<file path="src/rtl/vmf_pkg.sv">
package vmf_pkg;

  localparam int PW       = 4;
  localparam int PB_IO    = 2;
  localparam int PB_ALIGN = 3;

  typedef enum logic [1:0] {
    ST_IDLE = 2'd0,
    ST_WALK = 2'd1,
    ST_RESP = 2'd2
  } vmf_state_e;

  typedef struct packed {
    logic align;
    logic io;
  } vmf_cause_t;

  function automatic logic [PW-1:0] cause_to_param(input vmf_cause_t c);
    logic [PW-1:0] p;
    p = '0;
    p[PB_ALIGN] = c.align;
    p[PB_IO]    = c.io;
    return p;
  endfunction

endpackage

</file>
<file path="src/rtl/vmf_elem_check.sv">
module vmf_elem_check #(
  parameter int          AW      = 32,
  parameter logic [AW-1:0] IO_BASE = 32'hF000_0000
) (
  input  logic [AW-1:0]      addr,
  input  logic               dw,
  output vmf_pkg::vmf_cause_t cause
);
  // Alignment depends on the element size; the I/O region is an upper range.
  always_comb begin
    cause.align = dw ? (|addr[2:0]) : (|addr[1:0]);
    cause.io    = (addr >= IO_BASE);
  end
endmodule

</file>
<file path="src/rtl/vmf_unit_eval.sv">
module vmf_unit_eval #(
  parameter int            AW      = 32,
  parameter int            LW      = 7,
  parameter logic [AW-1:0] IO_BASE = 32'hF000_0000
) (
  input  logic                  [AW-1:0] base,
  input  logic                           dw,
  input  logic                  [LW-1:0] vlen,
  output logic                           fault,
  output logic [vmf_pkg::PW-1:0]         param,
  output logic                  [AW-1:0] addr,
  output logic                  [LW-1:0] elem
);
  import vmf_pkg::*;

  localparam int EW = AW + 1;

  vmf_cause_t    c0;
  logic [EW-1:0] span;
  logic [EW-1:0] last_ext;
  logic [AW-1:0] gap;
  logic [AW-1:0] gap_idx;
  logic          first_bad;
  logic          cross_io;

  vmf_elem_check #(.AW(AW), .IO_BASE(IO_BASE)) u_first (
    .addr  (base),
    .dw    (dw),
    .cause (c0)
  );

  always_comb begin
    // Byte span from element 0 to the last element, kept one bit wider so
    // a wrap past the top still compares as beyond the I/O boundary.
    span     = EW'(vlen - LW'(1)) << (dw ? 3 : 2);
    last_ext = {1'b0, base} + span;
    first_bad = c0.align | c0.io;
    // Base is aligned and below the boundary, so every element is aligned
    // and the first one in the region lands exactly on IO_BASE.
    cross_io = !first_bad && (last_ext >= {1'b0, IO_BASE});
    gap      = IO_BASE - base;
    gap_idx  = dw ? (gap >> 3) : (gap >> 2);
    fault    = first_bad | cross_io;
    if (first_bad) begin
      param = cause_to_param(c0);
      addr  = base;
      elem  = '0;
    end else if (cross_io) begin
      param = cause_to_param('{align: 1'b0, io: 1'b1});
      addr  = IO_BASE;
      elem  = gap_idx[LW-1:0];
    end else begin
      param = '0;
      addr  = '0;
      elem  = '0;
    end
  end
endmodule

</file>
<file path="config.mk">
export PLATFORM = sky130hd
export DESIGN_NAME = vmf_unit_eval
export DESIGN_NICKNAME = d
export VERILOG_FILES = /design/src/rtl/vmf_pkg.sv /design/src/rtl/vmf_elem_check.sv /design/src/rtl/vmf_unit_eval.sv
export SDC_FILE = /design/constraint.sdc
export NUM_CORES = 1
export LEC_CHECK = 0
export ABC_AREA = 1
export BUFFER_PORTS_ARGS = -buffer_cell sky130_fd_sc_hd__buf_2
export CAP_MARGIN = 40
export CORE_ASPECT_RATIO = 0.5
export CORE_MARGIN = 2
export CORE_UTILIZATION = 51
export DETAILED_ROUTE_END_ITERATION = 16
export GPL_TIMING_DRIVEN = 0
export PLACE_DENSITY = 0.83
export SLEW_MARGIN = 10
export SYNTH_ARGS = -nofsm -noshare
export SYNTH_HDL_FRONTEND = slang
export SYNTH_SLANG_ARGS = --single-unit
export TNS_END_PERCENT = 1
</file>
<file path="constraint.sdc">
create_clock -name vclk -period 5.86
set_input_delay 0.586 -clock vclk [all_inputs]
set_output_delay 0.586 -clock vclk [all_outputs]
set_load 0.02 [all_outputs]
</file>
==> results.ini, run 1 <==
[outcome]
status=complete, no violations

[sta]
fin_crit_ns=4.302
layout_setup_ws_ns=1.558
rsz0062_at_grt=false
timing.fmax_mhz=232.5
final_hold_viol_count=0
finalSetupViolCount=0
drv_slew=0
relSlewSlack_pct=63.78
period_share_pct=73.40
worst_pin_slew_ns=0.5363
holdWs_ns=1.496
finalSetupTns_ns=0

[routing]
drc_errors=0
routed_wl_mm=6.022
avgRoutedWirePerCell_um=10.26
drt_iter0_drc=160
via_per_inst=4.893
dr.pass1.iters=4
routed-via-count=2872
antenna_left=0

[die]
placeableCoreArea_um2=3984
fp.dieH_um=50.04
io-pin-count=84
rows=16
start_util_pct=54.27
die_x_um=96.08
dieArea_um2=4808

[finish]
nets=591
clock_buffers=0
multi_input_area_um2=1782
seq_cells=0
seq_area_um2=0
finalNonFillerCells=587
fillers=419
post-route-util_pct=66.24
antenna_cells=0
syn_to_final_growth_pct=22.05
drive_above_1_share_pct=20.83

[logic_synthesis]
ys_top_cells_by_area=nand2_1 26%, nor2_1 13%, inv_1 13%, ha_1 8.7%, nand3_1 6.0%
synth_compound_area_share_pct=13.95
synthDistinctLibCells=30
yosysSeqAreaShare_pct=0
synth_top_family_by_area=simple AND/OR/NAND/NOR gates
synthSimpleGateAreaFrac_pct=55.21
syn_avg_cell_area_um2=4.794
synth_xor_area_share_pct=2.836
synthCells=451
synth_top_cell_area_share_pct=26.22
synth.cell_area_um2=2162
synthMuxAreaShare_pct=0.4630
synth.largest_area_cell=nand2_1
yosysMostFrequentCell=nand2_1
synth_commonest_cells=151 x nand2_1, 77 x nor2_1, 75 x inv_1
synthAdderAreaFrac_pct=9.606
yosysWarnings=0

[global_routing]
antenna_found_initial=0
grt_max_degree=15
gr-total-overflow=0
grt_pass1_wl_mm=9.577
grt_pass1_vias=2225
grt_usage_pct=24.10

[clock_tree]
cts.repair.resized=0
cts-hold-fix-buffers=0
post_cts.repair.setup_buffers=0

[power_and_ir_drop]
power_density_nw_per_um2=64.95
p_leak_nw=1.721
ir_worst_vdd_uv=50.35

[placement]
numPlacedInstances=587
dp_slack_ns=1.575
portBuffers=81
hpwlAfterDp_mm=5.050
gp_congestion=0.9089

[critical_path]
worstSetupPathType=input port to output pin
arrival_ns=3.72
worstPathRequired_ns=5.27
critPathLaunchType=input port
endpoint_kind=output pin
cp_max_fo=14

[flow_run]
max_cap_viol_count=0

[hold_path]
min_path_type=input port to output pin

-- logic make-up (layout without fill, tap and decap cells) --
kind of cell,after synthesis,in the layout
compound gates,50,50
fa+ha+maj,16,16
xor+xnor,7,7
buf+inv,91,172
mux,1,1
simple gates,285,285
other cells,1,2
-- layer usage --
| layer | vias to the layer above | track usage, % | share of wire [%] |
|---|---|---|---|
| met2 | 85 | 39.24 | 42 |
| met3 | 2 | 0.3058 | 7.2 |
| met1 | 1205 | 37.39 | 51 |
| met5 | - | 0 | 0 |
| met4 | 0 | 0 | 0.32 |
| li1 | 1580 | - | - |
-- per-stage QoR --
stage / area, um2 / power, mW
final: 2639 / 0.1714
after detailed placement: 2639 / 0.1697
after floorplan: 2166 / 0.1141
after global routing: 2639 / 0.1924
after global placement: 2639 / 0.1674
after CTS: 2639 / 0.1707
-- worst paths after layout --
kind,startpoint,to,depth (start not counted)
worst max-delay path,vlen[1],elem[2],27
worst min-delay path,base[1],addr[1],4
-- cells in the final DEF, fill, tap and decap left out, types with 9 or more instances in the layout --
cell type	netlist	routed
a21oi_1	14	14
buf_2	1	82
ha_1	15	15
inv_1	75	75
nand2_1	151	151
nand3_1	26	26
nand4_1	9	9
nor2_1	77	77
nor2_2	10	10
o21ai_0	19	19
-- worst max-delay path, cell delays in order --
cell     delay [ns]
buf_2          0.11
nor2_2         0.18
nand2_4        0.10
nor2_4         0.13
buf_4          0.19
buf_2          0.29
nand2_1        0.07
o21ai_0        0.08
ha_1           0.29
nand2_1        0.10
inv_1          0.04
nand3_1        0.06
a21oi_1        0.05
or2_2          0.30
nand2_1        0.07
nand2_1        0.07
nand3_1        0.11
nand3_1        0.08
nand2_1        0.06
nand2_1        0.04
nor2_1         0.10
nand2_1        0.08
nand2_1        0.07
nand2_2        0.07
buf_6          0.15
nor2_2         0.09
buf_2          0.17
-- power by group --
part           switching (mW)  internal (mW)  total, mW
clock network               0              0          0
registers                   0              0          0
logic                   0.112         0.0595      0.171
-- final cells by class --
class	instances	area share (%)
timing repair buffer	81	15.36
buffer	14	3.604
multi-input combinational	361	67.52
inverter	77	10.95
tap	54	2.560
(Power assumes the default switching activity.)
==> run 2, diff against run 1 <==
Settings changed: ABC_AREA 1 to 0, CORE_UTILIZATION 51 to 50, PLACE_DENSITY 0.83 to 0.85.
Clock period 5.86 ns to 4 ns, I/O delays scaled along.
==> results.ini, run 2 <==
[logic_synthesis]
syn_avg_cell_area_um2=6.562
synth_top_cell_area_share_pct=10.44
synth.cell_area_um2=1798
yosysWarnings=0
yosysSeqAreaShare_pct=0
ys_top_cells_by_area=ha_1 10%, nor2b_1 9.4%, a21oi_1 7.8%, nor2_1 6.9%, nand2_1 4.2%
synth_commonest_cells=33 x nor2_1, 28 x a21oi_1, 27 x nor2b_1
synth.largest_area_cell=ha_1
synthDistinctLibCells=60
synthCells=274
yosysMostFrequentCell=nor2_1

[power_and_ir_drop]
power_density_nw_per_um2=104.0
ir_worst_vdd_uv=69.94
p_leak_nw=1.135

[global_routing]
grt_pass1_vias=2097
gr-total-overflow=0
grt_pass1_wl_mm=9.128
grt_max_degree=15
antenna_found_initial=0
grt_usage_pct=27.61

[finish]
final_cell_mix=69 x buf_2, 31 x nor2_1, 27 x nor2b_1
drive_above_1_share_pct=38.19
fillers=267
post-route-util_pct=74.50
clock_buffers=0
antenna_cells=0
syn_to_final_growth_pct=42.31
nets=422
seq_area_um2=0
layout_commonest_cell=buf_2
seq_cells=0
multi_input_area_um2=1797

[flow_run]
max_cap_viol_count=0

[outcome]
status=finished, violations left
violations=negative setup slack

[critical_path]
endpoint_kind=output pin
timing.critical_path.cells=buf_4 -> or4_4 -> nor2_4 -> buf_6 -> xnor2_2 -> o21ai_2 -> ha_1 -> a211oi_1 -> nor2_1 -> nor3_2 -> o32a_1 -> or2_4 -> o21ai_1 -> a211oi_2 -> a31oi_4 -> buf_4 -> nor3b_2 -> buf_4
crit_path_max_incr_delay_ns=0.53
arrival_ns=3.93
worstSetupPathType=input port to output pin
worstPathRequired_ns=3.60
critPathSlowestCell=or4_4
cp_max_fo=5
path_common_cell=buf_4
critPathLaunchType=input port

[routing]
avgRoutedWirePerCell_um=15.75
dr.pass1.iters=4
antenna_left=0
drt_iter0_drc=158
drc_errors=0
routed-via-count=2527
via_per_inst=6.089
routed_wl_mm=6.535

[die]
start_util_pct=52.35
placeableCoreArea_um2=3435
fp.dieH_um=46.41
rows=15
io-pin-count=84
dieArea_um2=4121
die_x_um=88.81

[clock_tree]
cts-hold-fix-buffers=0

[sta]
holdWs_ns=1.155
finalSetupViolCount=13
period_share_pct=108.3
timing.fmax_mhz=230.8
finalSetupTns_ns=-3.728
rsz0062_at_grt=true
fin_crit_ns=4.334
layout_setup_ws_ns=-0.3336
final_hold_viol_count=0
worst_pin_slew_ns=0.6751
relSlewSlack_pct=54.99
drv_slew=0

[placement]
gp_congestion=0.9052
portBuffers=80
hpwlAfterDp_mm=4.484

[hold_path]
min_path_type=input port to output pin

[run 2: per-layer routing]
layer  track usage, %  routed length [um]  vias to the layer above
met5                0                   0                        -
met3            1.075                 434                       14
met2            51.19                3209                      118
met1            36.13                2803                     1181
li1                 -                   -                     1214
met4            6.364                  87                        0
[run 2: path summary, 6_finish.rpt]
check	end	from	depth (start not counted)	slack, ns
setup / recovery	elem[0]	vlen[1]	18	-0.33
hold / removal	addr[12]	base[12]	3	1.16
[run 2: per-stage QoR]
stage	cell area (um2)	instances	power (mW)	worst slack, ns
final	2559	415	0.2662	-0.3336
after detailed placement	2271	406	0.2304	-0.5218
after floorplan	1807	275	0.1487	-0.07774
after global placement	2271	406	0.2241	-0.4174
after CTS	2404	412	0.2423	-0.2050
after global routing	2559	415	0.2873	-0.4689
[run 2: logic make-up after synthesis]
kind of cell,synth area share (%)
simple gates,43.35
compound gates,29.71
buf+inv,8.488
fa+ha+maj,11.55
xor+xnor,3.897
mux,2.784
other cells,0.2086
[run 2: layout make-up]
class / count / share of cell area, %
Tap cell: 51 / 2.494
Buffer: 17 / 5.037
Inverter: 8 / 1.222
Multi-Input combinational cell: 250 / 70.22
Timing Repair Buffer: 89 / 21.03
[run 2: critical path: cells and delay by family]
kind | cells | cell delay (ns)
simple gates | 6 | 1.29
compound gates | 6 | 1.21
buf+inv | 4 | 0.57
fa+ha+maj | 1 | 0.33
xor+xnor | 1 | 0.11
[run 2: repair_timing]
action,in CTS,in global routing
resized for setup,25,30
pin swaps,13,22
gates cloned,1,0
setup buffers,6,4
endpoints found under the setup margin,13,13
hold endpoints to repair,0,0
[run 2: where the power goes]
group | leakage (nW) | internal (mW) | switching (mW)
registers | 0 | 0 | 0
clock network | 0 | 0 | 0
logic | 1.14 | 0.105 | 0.161
total | 1.14 | 0.105 | 0.161
